<file path="src/rtl/mkc_pkg.sv">
package mkc_pkg;

    // Register word indices
    localparam int unsigned OFS_STATUS  = 0;
    localparam int unsigned OFS_LOCK    = 1;
    localparam int unsigned OFS_CTRL    = 2;
    localparam int unsigned OFS_ERRADDR = 3;

    // Status word layout, bit 0 upward: err, esc, valid, seed
    typedef struct packed {
        logic seed;
        logic valid;
        logic esc;
        logic err;
    } status_t;

    localparam int unsigned STATUS_W = $bits(status_t);

endpackage

</file>
<file path="src/rtl/mkc_regs.sv">
module mkc_regs
    import mkc_pkg::*;
#(
    parameter int unsigned DW = 32,
    parameter int unsigned AW = 2
) (
    input  logic          clk_i,
    input  logic          rst_ni,
    input  logic          we_i,
    input  logic [AW-1:0] addr_i,
    input  logic [DW-1:0] wdata_i,
    input  status_t       status_i,
    input  logic [DW-1:0] err_addr_i,
    output logic [DW-1:0] rdata_o,
    output logic          renew_o,
    output logic          lock_o
);

    localparam logic [AW-1:0] A_STATUS  = AW'(OFS_STATUS);
    localparam logic [AW-1:0] A_LOCK    = AW'(OFS_LOCK);
    localparam logic [AW-1:0] A_CTRL    = AW'(OFS_CTRL);
    localparam logic [AW-1:0] A_ERRADDR = AW'(OFS_ERRADDR);

    typedef struct packed {
        logic lock;
    } st_t;

    st_t st_d, st_q;

    logic unused_wdata;
    assign unused_wdata = ^wdata_i[DW-1:1];

    always_comb begin
        st_d    = st_q;
        renew_o = 1'b0;
        if (we_i && addr_i == A_LOCK && wdata_i[0]) begin
            st_d.lock = 1'b0;
        end
        if (we_i && addr_i == A_CTRL && wdata_i[0] && st_q.lock) begin
            renew_o = 1'b1;
        end
    end

    always_comb begin
        rdata_o = '0;
        unique case (addr_i)
            A_STATUS:  rdata_o = DW'(status_i);
            A_LOCK:    rdata_o = DW'(st_q.lock);
            A_ERRADDR: rdata_o = err_addr_i;
            default:   rdata_o = '0;
        endcase
    end

    always_ff @(posedge clk_i or negedge rst_ni) begin
        if (!rst_ni) begin
            st_q <= '{lock: 1'b1};
        end else begin
            st_q <= st_d;
        end
    end

    assign lock_o = st_q.lock;

endmodule

</file>
<file path="src/rtl/mkc_keymgr.sv">
module mkc_keymgr #(
    parameter int unsigned          KEY_W     = 128,
    parameter int unsigned          NONCE_W   = 64,
    parameter logic [KEY_W-1:0]     DEF_KEY   = '0,
    parameter logic [NONCE_W-1:0]   DEF_NONCE = '0
) (
    input  logic               clk_i,
    input  logic               rst_ni,
    input  logic               renew_i,
    input  logic               esc_i,
    input  logic               ack_i,
    input  logic [KEY_W-1:0]   key_i,
    input  logic [NONCE_W-1:0] nonce_i,
    input  logic               seed_i,
    output logic               req_o,
    output logic               valid_o,
    output logic               seed_o,
    output logic               esc_o,
    output logic [KEY_W-1:0]   key_o,
    output logic [NONCE_W-1:0] nonce_o
);

    typedef struct packed {
        logic               pend;
        logic               valid;
        logic               seed;
        logic               esc;
        logic [KEY_W-1:0]   key;
        logic [NONCE_W-1:0] nonce;
    } st_t;

    st_t st_d, st_q;

    always_comb begin
        st_d = st_q;
        // Acknowledge closes the handshake; data kept only when not escalated
        if (st_q.pend && ack_i) begin
            st_d.pend = 1'b0;
            if (!st_q.esc && !esc_i) begin
                st_d.valid = 1'b1;
                st_d.seed  = seed_i;
                st_d.key   = key_i;
                st_d.nonce = nonce_i;
            end
        end
        // New renewal only from idle and non-escalated state
        if (renew_i && !st_q.pend && !st_q.esc) begin
            st_d.pend  = 1'b1;
            st_d.valid = 1'b0;
            st_d.seed  = 1'b0;
        end
        // Terminal escalation restores defaults on every cycle
        if (esc_i || st_q.esc) begin
            st_d.esc   = 1'b1;
            st_d.valid = 1'b0;
            st_d.seed  = 1'b0;
            st_d.key   = DEF_KEY;
            st_d.nonce = DEF_NONCE;
        end
    end

    always_ff @(posedge clk_i or negedge rst_ni) begin
        if (!rst_ni) begin
            st_q <= '{pend: 1'b0, valid: 1'b0, seed: 1'b0, esc: 1'b0,
                      key: DEF_KEY, nonce: DEF_NONCE};
        end else begin
            st_q <= st_d;
        end
    end

    assign req_o   = st_q.pend;
    assign valid_o = st_q.valid;
    assign seed_o  = st_q.seed;
    assign esc_o   = st_q.esc;
    assign key_o   = st_q.key;
    assign nonce_o = st_q.nonce;

endmodule

</file>
<file path="src/rtl/mkc_errlog.sv">
module mkc_errlog #(
    parameter int unsigned DW     = 32,
    parameter int unsigned MEM_AW = 32
) (
    input  logic              clk_i,
    input  logic              rst_ni,
    input  logic              par_err_i,
    input  logic [MEM_AW-1:0] par_addr_i,
    output logic              err_o,
    output logic [DW-1:0]     addr_o,
    output logic              alert_o
);

    typedef struct packed {
        logic          err;
        logic [DW-1:0] addr;
    } st_t;

    st_t st_d, st_q;

    always_comb begin
        st_d = st_q;
        if (par_err_i) begin
            st_d.err  = 1'b1;
            st_d.addr = DW'(par_addr_i);
        end
    end

    always_ff @(posedge clk_i or negedge rst_ni) begin
        if (!rst_ni) begin
            st_q <= '0;
        end else begin
            st_q <= st_d;
        end
    end

    assign err_o   = st_q.err;
    assign addr_o  = st_q.addr;
    assign alert_o = st_q.err;

endmodule

</file>
<file path="src/rtl/mkc_gate.sv">
module mkc_gate #(
    parameter int unsigned MEM_AW = 32
) (
    input  logic              key_valid_i,
    input  logic              esc_i,
    input  logic              req_i,
    input  logic [MEM_AW-1:0] addr_i,
    output logic              req_o,
    output logic [MEM_AW-1:0] addr_o,
    output logic              stall_o
);

    logic open_d;

    always_comb begin
        open_d  = key_valid_i && !esc_i;
        req_o   = req_i && open_d;
        stall_o = req_i && !open_d;
        addr_o  = open_d ? addr_i : '0;
    end

endmodule

</file>
<file path="src/rtl/mem_key_ctrl.sv">
module mem_key_ctrl
    import mkc_pkg::*;
#(
    parameter int unsigned        DW        = 32,
    parameter int unsigned        AW        = 2,
    parameter int unsigned        MEM_AW    = 32,
    parameter int unsigned        KEY_W     = 128,
    parameter int unsigned        NONCE_W   = 64,
    parameter logic [KEY_W-1:0]   DEF_KEY   = {(KEY_W/8){8'hA7}},
    parameter logic [NONCE_W-1:0] DEF_NONCE = {(NONCE_W/8){8'h3D}}
) (
    input  logic               clk_i,
    input  logic               rst_ni,
    input  logic               reg_we_i,
    input  logic [AW-1:0]      reg_addr_i,
    input  logic [DW-1:0]      reg_wdata_i,
    output logic [DW-1:0]      reg_rdata_o,
    output logic               key_req_o,
    input  logic               key_ack_i,
    input  logic [KEY_W-1:0]   key_i,
    input  logic [NONCE_W-1:0] nonce_i,
    input  logic               seed_valid_i,
    output logic [KEY_W-1:0]   key_o,
    output logic [NONCE_W-1:0] nonce_o,
    input  logic               escalate_i,
    input  logic               mem_req_i,
    input  logic [MEM_AW-1:0]  mem_addr_i,
    output logic               mem_req_o,
    output logic [MEM_AW-1:0]  mem_addr_o,
    output logic               mem_stall_o,
    input  logic               par_err_i,
    input  logic [MEM_AW-1:0]  par_addr_i,
    output logic               alert_o
);

    logic          renew;
    logic          lock_on;
    logic          key_valid;
    logic          seed_flag;
    logic          escalated;
    logic          err_flag;
    logic [DW-1:0] err_addr;
    status_t       status;

    assign status = '{seed: seed_flag, valid: key_valid, esc: escalated, err: err_flag};

    mkc_regs #(.DW(DW), .AW(AW)) u_regs (
        .clk_i      (clk_i),
        .rst_ni     (rst_ni),
        .we_i       (reg_we_i),
        .addr_i     (reg_addr_i),
        .wdata_i    (reg_wdata_i),
        .status_i   (status),
        .err_addr_i (err_addr),
        .rdata_o    (reg_rdata_o),
        .renew_o    (renew),
        .lock_o     (lock_on)
    );

    mkc_keymgr #(
        .KEY_W(KEY_W), .NONCE_W(NONCE_W), .DEF_KEY(DEF_KEY), .DEF_NONCE(DEF_NONCE)
    ) u_keymgr (
        .clk_i   (clk_i),
        .rst_ni  (rst_ni),
        .renew_i (renew),
        .esc_i   (escalate_i),
        .ack_i   (key_ack_i),
        .key_i   (key_i),
        .nonce_i (nonce_i),
        .seed_i  (seed_valid_i),
        .req_o   (key_req_o),
        .valid_o (key_valid),
        .seed_o  (seed_flag),
        .esc_o   (escalated),
        .key_o   (key_o),
        .nonce_o (nonce_o)
    );

    mkc_errlog #(.DW(DW), .MEM_AW(MEM_AW)) u_errlog (
        .clk_i      (clk_i),
        .rst_ni     (rst_ni),
        .par_err_i  (par_err_i),
        .par_addr_i (par_addr_i),
        .err_o      (err_flag),
        .addr_o     (err_addr),
        .alert_o    (alert_o)
    );

    mkc_gate #(.MEM_AW(MEM_AW)) u_gate (
        .key_valid_i (key_valid),
        .esc_i       (escalated),
        .req_i       (mem_req_i),
        .addr_i      (mem_addr_i),
        .req_o       (mem_req_o),
        .addr_o      (mem_addr_o),
        .stall_o     (mem_stall_o)
    );

endmodule

</file>
<file path="config.mk">
export PLATFORM = sky130hd
export DESIGN_NAME = mem_key_ctrl
export DESIGN_NICKNAME = d
export VERILOG_FILES = /design/src/rtl/mkc_pkg.sv /design/src/rtl/mkc_regs.sv /design/src/rtl/mkc_keymgr.sv /design/src/rtl/mkc_errlog.sv /design/src/rtl/mkc_gate.sv /design/src/rtl/mem_key_ctrl.sv
export SDC_FILE = /design/constraint.sdc
export NUM_CORES = 1
export LEC_CHECK = 0
export ABC_AREA = 1
export BUFFER_PORTS_ARGS = -buffer_cell sky130_fd_sc_hd__buf_2
export CELL_PAD_IN_SITES_DETAIL_PLACEMENT = 1
export CELL_PAD_IN_SITES_GLOBAL_PLACEMENT = 1
export CORE_AREA = 5 5 212 214
export CTS_CLUSTER_DIAMETER = 120
export DETAILED_ROUTE_END_ITERATION = 10
export DIE_AREA = 0 0 217 219
export PLACE_DENSITY = 0.69
export SYNTH_ARGS = -nofsm -noshare
export SYNTH_HDL_FRONTEND = slang
export SYNTH_HIERARCHICAL = 1
export SYNTH_SLANG_ARGS = --single-unit
</file>
<file path="constraint.sdc">
create_clock -name clk_i -period 2.7 [get_ports clk_i]
set_input_delay 0 -clock clk_i [delete_from_list [all_inputs] [get_ports clk_i]]
set_output_delay 0 -clock clk_i [all_outputs]
set_load 0.02 [all_outputs]
</file>
# [After elaboration in Yosys (flattened, before gate mapping)]
# Cells that the tools add are included.
[word_totals] ff_bits=230 word_cells=46
[classes] reduce_logical=25 mux=9 eq_ne=3
[op_table] cell="$mux 192" count=2
[op_table] cell="$mux 195" count=1
[op_table] cell="$pmux 32 s3" count=1
[op_table] cell="$mux 32" count=1
[op_table] cell="$logic_and 1x1->1" count=12
[op_table] cell="$mux 3" count=2
[op_table] cell="$reduce_bool 2->1" count=3
[op_table] cell="$reduce_bool 3->1" count=2
[op_table] cell="$eq 2x2->1 const B" count=2
[op_table] cell="$logic_not 1->1" count=4
[op_table] cell="$reduce_and 2->1" count=2
[op_table] cell="$eq 2x1->1 const B" count=1
[op_table] cell="$logic_not 2->1" count=1
[op_table] cell="$mux 2" count=1
[op_table] cell="$logic_or 1x1->1" count=1
[op_table] cell="$mux 1" count=1

# [Logic depth before layout (Yosys ltp)]
# Gate-level depths: netlist of run 1.
[logic_depth] word_depth=9 ltp_mapped=8 ltp_nobuf=7

# [Modules after synthesis]
# The synthesis of run 1 kept the hierarchy.
[modules_own_cells] mod="mkc_keymgr" n_inst=1 cells_each=841 area_per_inst_um2=7763.7
[modules_own_cells] mod="mkc_errlog" n_inst=1 cells_each=139 area_per_inst_um2=1273.7
[modules_own_cells] mod="mkc_regs" n_inst=1 cells_each=85 area_per_inst_um2=382.9
[modules_own_cells] mod="mkc_gate" n_inst=1 cells_each=72 area_per_inst_um2=371.6

# [Least setup slack after synthesis of run 1]
# OpenSTA, ideal clock, no wires.
[synth_timing] path_kind="register to register" startpoint="reg u_keymgr.st_q (netlist bit u_keymgr/req_o)" endpoint="reg u_keymgr.st_q (netlist bit u_keymgr/key_o[11])" n_path_buf=2 synth_period_minus_slack_ns=1.291 required_time_ns=2.584 setup_ns=0.116 path_stages_with_launch=8 path_slack_ns=1.409 t_arrival_ns=1.174 cell_sequence="dfrtp_1 > nand2_1 > nand2_2 > inv_2 > buf_4 > buf_4 > nand2_1 > nand2_1"
[synth_via] elab_chain_cells=3
[synth_lines] item="from (decl)" line_no="mkc_keymgr.sv:32" source="st_t st_d, st_q;"
[synth_lines] item="from (signal assigned)" line_no="mkc_keymgr.sv:64" source="st_q <= '{pend: 1'b0, valid: 1'b0, seed: 1'b0, esc: 1'b0,"
[synth_lines] item="from (signal assigned)" line_no="mkc_keymgr.sv:67" source="st_q <= st_d;"
[synth_lines] item="$logic_and 1x1->1" line_no="mkc_keymgr.sv:37" source="if (st_q.pend && ack_i) begin"
[synth_lines] item="$reduce_bool 2->1 (no source line)"
[synth_lines] item="$reduce_and 2->1 (no source line)"
# No other way between the ends.
# A chain may end at the register's enable or synchronous reset.

# [Worst setup path in the final report of run 1]
[layout_timing] startpoint="reg u_keymgr.st_q (netlist bit u_keymgr/esc_o)" endpoint="reg u_keymgr.st_q (netlist bit u_keymgr/seed_o)"
[layout_via] elab_chain_cells=4 word_cells_on_any_way=9 classes_between="mux (2); reduce/logical (7)"
[layout_lines] item="$logic_not 1->1" line_no="mkc_keymgr.sv:39, mkc_keymgr.sv:47"
[layout_lines] item="$logic_and 1x1->1 (on tied branches)" line_no="mkc_keymgr.sv:47, mkc_keymgr.sv:39"
[layout_lines] item="$reduce_bool 3->1 (no source line) / $mux 3 (equally long branches)"
[layout_lines] item="$reduce_and 2->1 (no source line) / $mux 195 (equally long branches)"
# Parallel ways exist; a longest one is shown, timed or not.

==> results.json, run 1 <==
{
  "min_period_over_period_pct": 80.45,
  "antenna_found_initial": 4,
  "root_buffer": "clkbuf_16",
  "detailed_place_hpwl_um": 27480,
  "synth.avg_cell_area_um2": 8.612,
  "num_io_pins": 558,
  "die-width_um": 217,
  "grt_usage_pct": 17.64,
  "vias": 10690,
  "required_ns": 3.18,
  "fin_nets": 2186,
  "worstSetupStartpoint": "u_keymgr/esc_o",
  "fin_area_mm2": 0.01622,
  "placed_area_mm2": 0.01289,
  "r2r_cells": 7,
  "wl_per_cell_um": 17.97,
  "whs_endpoint": "u_errlog/addr_o[18]",
  "path_max_fanout": 30,
  "critPathMaxStageDelay_ns": 0.53,
  "rows": 76,
  "maxCapViolations": 0,
  "hold_path_depth": 3,
  "path_cells": "nor2_2, inv_4, nor2_4, buf_4, nand2_1, nand2_1, dlygate4sd3_1",
  "grt_max_degree": 121,
  "clkPwrFrac_pct": 45.3,
  "crit_family": "buffers and inverters",
  "drive_above_1_share_pct": 38.82,
  "rrSetupSlack_ns": 0.53,
  "wirelength_um": 44180,
  "drt_first_iter_violations": 418,
  "dr.pass1.iters": 4,
  "yosysWarnings": 6,
  "route.detailed.drc": 0,
  "area_delta_synth_final_pct": 65.67,
  "antenna_left": 0,
  "clk_pin_slew_ns": 0.06,
  "r2r-start": "u_keymgr/esc_o",
  "core_mm2": 0.04270,
  "relSlewSlack_pct": 35.93,
  "synth_flop_cell": "dfstp_2",
  "port_buffers": 526,
  "grt_remaining_overflow": 0,
  "cp_num_buf_inv": 3,
  "rsz0062_at_grt": "false",
  "die_y_um": 219,
  "hold_path_class": "input port to flip-flop",
  "power_switching_mw": 1.829,
  "cts_max_path_buffers": 3,
  "grt_pass1_wl_um": 68280,
  "synthCells": 1137,
  "internal-power_mw": 6.014,
  "timing.rr.end": "u_keymgr/seed_o",
  "utilization_pct": 37.99,
  "crit_type": "flip-flop to flip-flop",
  "setup-violations-final": 0,
  "peakVddDrop_mv": 0.3926,
  "synth-edff-count": 0,
  "dieArea_mm2": 0.04752,
  "arrival_ns": 2.65,
  "gp_congestion": 0.8341,
  "seq_area_frac_synth_pct": 60.32,
  "initial_core_util_pct": 22.93,
  "max_freq_ghz": 0.4604,
  "yosys_register_bits": 230,
  "finalHoldViolCount": 0,
  "grt_pass1_vias": 12270,
  "min_from": "par_err_i",
  "register_area_mm2": 0.005907,
  "skew_ns": 0.01314,
  "critPathCaptureType": "flip-flop",
  "cpMostUsedCell": "nand2_1",
  "synth_nets": 1435,
  "cts_setup_buffers": 0,
  "p_comb_share_pct": 9.8,
  "post_cts_resized": 0,
  "finalSetupTns_ns": 0,
  "yosys.cell_types.count": 21,
  "setup_slack_ns": 0.5277,
  "drt-vias-per-instance": 4.351,
  "crit_slowest_cell": "dlygate4sd3_1",
  "pre_cts_slack_ns": 0.8653,
  "seqPwrFrac_pct": 45.0,
  "async_flop_share_pct": 100.0,
  "fin_crit_ns": 2.172,
  "cts.sinks": 230,
  "syn_area_mm2": 0.009792,
  "worst_skew_pair.late_latency_ns": 0.54,
  "cts_buffers": 27,
  "tightest_slew_ns": 0.9576,
  "nFillCells": 5144,
  "maxSlewViolCount": 0,
  "startpoint_type": "flip-flop",
  "multi_input_area_mm2": 0.003162,
  "htreeDepth": 1,
  "p_leak_nw": 8.058,
  "cts_tree": "yes",
  "power_density_mw_per_mm2": 483.5,
  "status": "finished, final reports clean",
  "p_sw_share_pct": 23.32
}
[metal layers]
metal	vias up	track usage, %	part of all wire [%]
met5	-	0	0.029
met4	2	7.015	4.1
met3	102	3.738	5.7
met2	371	32.09	51
met1	5250	20.24	39
li1	4969	-	-
[state kept, by name, indices dropped and copies added (netlist names)]
name              cells
u_keymgr/key_o      128
u_errlog/addr_o      32
u_regs/lock_o         1
u_keymgr/valid_o      1
u_keymgr/esc_o        1
u_errlog/alert_o      1
u_keymgr/req_o        1
u_keymgr/seed_o       1
u_keymgr/nonce_o     64
[area by class of cell]
class / count / share of cell area (%)
Clock buffer: 45 / 4.890
Antenna cell: 3 / 0.04628
Multi-Input combinational cell: 770 / 19.49
Sequential cell: 230 / 36.41
Clock inverter: 5 / 0.3317
Tap cell: 546 / 4.211
Timing Repair Buffer: 791 / 32.98
Inverter: 68 / 1.635
[layout by cell type (no fill, tap or decap)]
cell	count
nand2_1	566
buf_2	525
dlygate4sd3_1	247
dfstp_2	121
dfrtp_1	109
o21ai_1	75
inv_1	65
o21ai_0	46
nor2_1	37
nor2_2	31
clkbuf_16	27
clkbuf_1	13
buf_4	10
buf_12	8
nand3_1	7
clkbuf_8	5
diode_2	3
clkinv_2	3
inv_6	2
inv_4	2
a21oi_1	2
nand2_4	2
bufinv_16	1
buf_8	1
or2_2	1
nand2_2	1
nor2_4	1
nand3b_1	1
[tightest hold or removal path, cell delays in order]
cell and delay, ns:
buf_2 0.33, nand2_1 0.14, nand2_1 0.05
[Yosys cell counts (5+ instances only)]
cell,count,share of area (%)
dfrtp_1,109,28
nand3_1,7,0.36
buf_2,28,1.4
nor2_1,37,1.4
nand2_1,566,22
o21ai_0,46,2.4
buf_6,11,1.3
o21ai_1,75,3.8
buf_4,25,1.9
clkbuf_1,5,0.19
dfstp_2,121,32
nor2_2,31,2.0
inv_1,65,2.5
[how the worst max path moves through the flow]
stage,to,slack [ns],depth (start not counted)
5_1_grt,u_keymgr/seed_o,0.35,7
4_1_cts,u_keymgr/seed_o,0.50,7
6_report,u_keymgr/seed_o,0.53,7
3_5_place_dp,u_keymgr/key_o[36],0.87,6
2_1_floorplan,u_keymgr/key_o[11],1.41,7
3_3_place_gp,u_keymgr/key_o[35],0.92,6
[metrics by stage]
step,cells,hold WS (ns),power [mW]
final,2458,0.02687,7.843
after global routing,2458,0.03479,8.214
after CTS,2455,0.0005503,7.972
after detailed placement,2158,0.1177,4.042
after global placement,2158,0.1216,4.031
after floorplan,1137,-0.2956,3.715
[kinds of logic (layout without fill, tap and decap cells)]
group	Yosys count	after routing	synth area share, %
other	0	3	0
AO/OA/AOI/OAI	123	123	6.287
flip-flops	230	230	60.32
buffers and inverters	137	909	7.437
AND/OR/NAND/NOR	647	647	25.95
[power by group through the flow]
stage | Clock [mW] | Combinational (mW) | Sequential (mW)
6_report | 3.55 | 0.766 | 3.53
5_1_grt | 3.85 | 0.837 | 3.53
3_3_place_gp | 0 | 0.454 | 3.58
4_1_cts | 3.70 | 0.751 | 3.52
3_5_place_dp | 0 | 0.462 | 3.58
2_1_floorplan | 0 | 0.142 | 3.57
[repair_timing]
action,CTS,global route
hold endpoints to repair,322,0
endpoints found under the setup margin,0,0
hold buffers,247,0
No activity file was read; power rests on OpenSTA's default activity.
==> run 2: changes to the inputs <==
Settings changed: CORE_AREA 5 5 212 214 to 5 5 213 215, DIE_AREA 0 0 217 219 to 0 0 218 220, PLACE_DENSITY 0.69 to 0.68.
Clock period 2.7 ns to 2 ns, I/O delays scaled along.
==> run 2 against run 1 <==
Non-clock buffer count up 17. Hold slack improved by 0.041 ns. Clock skew increased by 0.00081 ns. Combinational power up 40%. Clock power is 42% higher. Critical path type is now flip-flop to output pin. Highest routed layer unchanged.
==> results.json, run 2 (synthesis results as in run 1) <==
{
  "htreeDepth": 1,
  "utilization_pct": 38.03,
  "arrival_ns": 1.75,
  "wl_per_cell_um": 18.24,
  "crit_path_end": "mem_addr_o[2]",
  "fin_crit_ns": 1.750,
  "finalHoldViolCount": 0,
  "final_cell_mix": "nand2_1, buf_2, dlygate4sd3_1",
  "r2r-start": "u_keymgr/req_o",
  "dieArea_mm2": 0.04796,
  "drt-vias-per-instance": 4.245,
  "maxCapViolations": 0,
  "fin_nets": 2204,
  "dr.max_layer_used": "met5",
  "area_delta_synth_final_pct": 69.12,
  "worstSetupStartpoint": "u_keymgr/esc_o",
  "relSlewSlack_pct": 53.01,
  "max_freq_ghz": 0.5713,
  "cts.sinks": 230,
  "wl_met1_um": 17780,
  "p_leak_nw": 8.138,
  "port_buffers": 526,
  "startpoint_type": "flip-flop",
  "status": "finished, final reports clean",
  "min_period_over_period_pct": 87.51,
  "wl_met3_um": 3184,
  "timing.rr.end": "u_keymgr/nonce_o[24]",
  "wl_met2_um": 23440,
  "grt_pass1_vias": 12150,
  "required_ns": 2.00,
  "clk_pin_slew_ns": 0.06,
  "nFillCells": 5237,
  "r2r_cells": 5,
  "maxSlewViolCount": 0,
  "crit_type": "flip-flop to output pin",
  "post_cts_resized": 0,
  "route.detailed.drc": 0,
  "vias": 10710,
  "num_io_pins": 558,
  "dr.pass1.iters": 5,
  "largest_register_ffs": 128,
  "final_common_cell": "nand2_1",
  "rows": 77,
  "power_density_mw_per_mm2": 657.1,
  "grt_pass1_wl_um": 69720,
  "finalSetupTns_ns": 0,
  "gp_congestion": 0.8647,
  "wirelength_um": 46030,
  "die-width_um": 218,
  "cts_setup_buffers": 0,
  "cts_max_path_buffers": 3,
  "register_area_mm2": 0.005907,
  "worst_skew_pair.late_latency_ns": 0.57,
  "grt_usage_pct": 18.20,
  "hold_path_class": "input port to flip-flop",
  "die_y_um": 220,
  "cts_buffers": 28,
  "root_buffer": "clkbuf_16",
  "setup-violations-final": 0,
  "rrSetupSlack_ns": 0.27,
  "rsz0062_at_grt": "false",
  "drive_above_1_share_pct": 38.59,
  "initial_core_util_pct": 22.49,
  "path_max_fanout": 33,
  "grt_max_degree": 83,
  "multi_input_area_mm2": 0.003162,
  "drt_first_iter_violations": 520,
  "antenna_left": 0,
  "grt_remaining_overflow": 0,
  "antenna_found_initial": 4,
  "core_mm2": 0.04355,
  "cts_tree": "yes",
  "skew_ns": 0.01394,
  "tightest_slew_ns": 0.7048,
  "peakVddDrop_mv": 0.4397,
  "critPathCaptureType": "output pin",
  "detailed_place_hpwl_um": 27780
}
run 2: through the flow:
| step | cells | hold WS (ns) | cell area (um^2) | total power [mW] | setup WS, ns |
|---|---|---|---|---|---|
| floorplan | 1137 | -0.2956 | 9792 | 5.016 | 0.7092 |
| global route | 2522 | 0.09403 | 16560 | 11.37 | 0.1118 |
| finish | 2523 | 0.06760 | 16560 | 10.88 | 0.2497 |
| global placement | 2203 | -0.05233 | 12980 | 5.447 | 0.4075 |
| detailed placement | 2203 | -0.04995 | 12980 | 5.458 | 0.3383 |
| CTS | 2520 | 0.03025 | 16550 | 11.07 | 0.1876 |
run 2: per-layer routing:
layer  up-vias  track usage, %
met5         -               0
met4         2           6.134
met3       101           5.028
met2       398           32.92
met1      5213           20.71
li1       4995               -
run 2: report_power, final:
group          switching (mW)  internal, mW
combinational           0.465         0.604
sequential             0.0353          4.73
clock                    2.12          2.93
run 2: layout make-up:
class	count	share of cell area, %
repair buffers	808	33.64
flip-flops and latches	230	35.67
inverters	68	1.602
multi-input cells	770	19.09
clock inverters	7	0.5591
well taps	592	4.473
diodes	3	0.04533
clock buffers	45	4.919
run 2: worst max-delay path, stage by stage, from the launching register on:
cell and delay (ns):
dfrtp_1 0.42, inv_1 0.13, nand2_2 0.08, buf_12 0.19, nor2_2 0.16, buf_2 0.20
run 2: how the worst min path moves through the flow:
stage | startpoint | endpoint | slack [ns] | cells past startpoint
4_1_cts | par_err_i | u_errlog/addr_o[6] | 0.03 | 3
3_3_place_gp | rst_ni | u_keymgr/key_o[107] | -0.05 | 1
6_report | par_err_i | u_errlog/addr_o[6] | 0.07 | 3
5_1_grt | par_err_i | u_errlog/addr_o[6] | 0.09 | 3
2_1_floorplan | rst_ni | u_errlog/addr_o[0] | -0.30 | 0
3_5_place_dp | rst_ni | u_keymgr/nonce_o[6] | -0.05 | 1
run 2: what timing repair did:
action,CTS,global route
hold endpoints to repair,376,0
hold buffers,265,0
endpoints found under the setup margin,0,0
==> run 3: changes to the inputs <==
Settings changed: CORE_AREA 5 5 213 215 to 2 2 216 218, PLACE_DENSITY 0.68 to 0.65.
==> run 3 against run 2 <==
Global-route usage shrank 1.1 points. Total power up 1.3%. Non-clock buffer count fell by 13. Register-to-register slack lost 0.05 ns. Die area unchanged. Sequential share of layout area up 0.27 points. Setup slack got worse by 0.034 ns. Sequential power is essentially flat.
==> results.json, run 3 (synthesis results as in run 1) <==
{
  "status": "finished, final reports clean",
  "initial_core_util_pct": 21.35,
  "required_ns": 2.47,
  "fin_crit_ns": 1.784,
  "cts_setup_buffers": 0,
  "path_max_fanout": 64,
  "hold_path_class": "input port to flip-flop",
  "area_delta_synth_final_pct": 67.86,
  "crit_family": "simple AND/OR/NAND/NOR gates",
  "nFillCells": 5525,
  "cts.sinks": 230,
  "num_io_pins": 558,
  "placed_area_mm2": 0.01304,
  "grt_pass1_vias": 11710,
  "power_density_mw_per_mm2": 670.9,
  "drive_above_1_share_pct": 39.43,
  "whs_endpoint": "u_errlog/addr_o[28]",
  "fin_area_mm2": 0.01644,
  "fin_nets": 2191,
  "crit_cells": 6,
  "route.detailed.drc": 0,
  "cts_max_path_buffers": 3,
  "die_y_um": 220,
  "path_cells": "nor2_2, nand2_4, inv_6, buf_12, nand2_1, nand2_1",
  "drt-vias-per-instance": 4.206,
  "rsz0062_at_grt": "false",
  "maxCapViolations": 0,
  "final_cell_mix": "nand2_1, buf_2, dlygate4sd3_1",
  "die-width_um": 218,
  "maxSlewViolCount": 0,
  "skew_ns": 0.01391,
  "r2r_cells": 6,
  "final_common_cell": "nand2_1",
  "port_buffers": 526,
  "crit_type": "flip-flop to flip-flop",
  "arrival_ns": 2.26,
  "multi_input_area_mm2": 0.003167,
  "startpoint_type": "flip-flop",
  "vias": 10610,
  "antenna_found_initial": 1,
  "antenna_left": 0,
  "cp_num_buf_inv": 2,
  "wl_per_cell_um": 17.01,
  "grt_max_degree": 77,
  "timing.rr.end": "u_keymgr/key_o[120]",
  "tightest_slew_ns": 0.7000,
  "htreeDepth": 1,
  "clk_pin_slew_ns": 0.06,
  "max_freq_ghz": 0.5604,
  "finalHoldViolCount": 0,
  "detailed_place_hpwl_um": 26750,
  "critPathCaptureType": "flip-flop",
  "peakVddDrop_mv": 0.5353,
  "worst_skew_pair.late_latency_ns": 0.55,
  "register_area_mm2": 0.005907,
  "grt_remaining_overflow": 0,
  "finalSetupTns_ns": 0,
  "min_from": "par_err_i",
  "p_leak_nw": 8.160,
  "grt_usage_pct": 17.15,
  "hold_path_depth": 3,
  "total_power_mw": 11.03,
  "grt_pass1_wl_um": 65270,
  "largest_register_ffs": 128,
  "crit_slowest_cell": "dfrtp_1",
  "r2r-start": "u_keymgr/esc_o",
  "dieArea_mm2": 0.04796,
  "drt_first_iter_violations": 570,
  "wirelength_um": 42910,
  "cts_tree": "yes",
  "relSlewSlack_pct": 53.33,
  "gp_congestion": 0.8109,
  "rows": 79,
  "core_mm2": 0.04586,
  "cts_buffers": 28,
  "root_buffer": "clkbuf_16",
  "rrSetupSlack_ns": 0.22,
  "setup-violations-final": 0,
  "critPathMaxStageDelay_ns": 0.41,
  "min_period_over_period_pct": 89.22,
  "cpMostUsedCell": "nand2_1",
  "dr.pass1.iters": 4
}
## run 3: worst max path at each step
stage	to	slack [ns]	startpoint
after floorplan	u_keymgr/key_o[11]	0.71	u_keymgr/req_o
after global placement	u_keymgr/key_o[63]	0.27	u_keymgr/esc_o
after detailed placement	u_keymgr/key_o[52]	0.21	u_keymgr/esc_o
after CTS	mem_addr_o[15]	0.07	u_keymgr/esc_o
after global routing	u_keymgr/key_o[56]	0.08	u_keymgr/esc_o
final	u_keymgr/key_o[120]	0.22	u_keymgr/esc_o
## run 3: area by class of cell
| type | count | share of cell area [%] |
|---|---|---|
| clock inverter | 7 | 0.5176 |
| sequential | 230 | 35.94 |
| timing repair buffer | 795 | 32.76 |
| tap | 607 | 4.621 |
| inverter | 68 | 1.614 |
| antenna | 1 | 0.01522 |
| multi-input combinational | 770 | 19.27 |
| clock buffer | 45 | 5.268 |
## run 3: per-stage QoR
step	setup WS, ns	util (%)	hold slack [ns]	std cells
global route	0.07525	35.84	0.04865	2523
finish	0.2156	35.84	0.01219	2523
CTS	0.06611	35.82	0.0003900	2522
floorplan	0.7092	-	-0.2956	1137
detailed placement	0.2095	28.42	0.001021	2226
global placement	0.2681	28.42	-0.001916	2226
## run 3: what timing repair did
action	CTS	global route
hold buffers	244	0
hold endpoints to repair	357	0
resized for setup	0	1
setup endpoints to repair	0	2
## run 3: layer usage
| metal | GRT usage (%) | vias up | part of all wire (%) |
|---|---|---|---|
| li1 | - | 4967 | - |
| met2 | 31.47 | 367 | 52 |
| met3 | 3.782 | 88 | 6.3 |
| met5 | 0 | - | 0 |
| met1 | 19.45 | 5189 | 39 |
| met4 | 6.100 | 0 | 3.0 |
## run 3: where the power goes
group          total, mW  internal (mW)  switching, mW  leakage [nW]
sequential          4.76           4.73         0.0321          2.73
combinational       1.04          0.583          0.457          4.96
clock               5.23           3.20           2.03         0.472
total               11.0           8.51           2.52          8.16
## run 3: worst reg2reg max path, cell delays in order (launching register included)
cell,delay (ns)
dfrtp_1,0.41
nor2_2,0.27
nand2_4,0.23
inv_6,0.23
buf_12,0.30
nand2_1,0.14
nand2_1,0.12
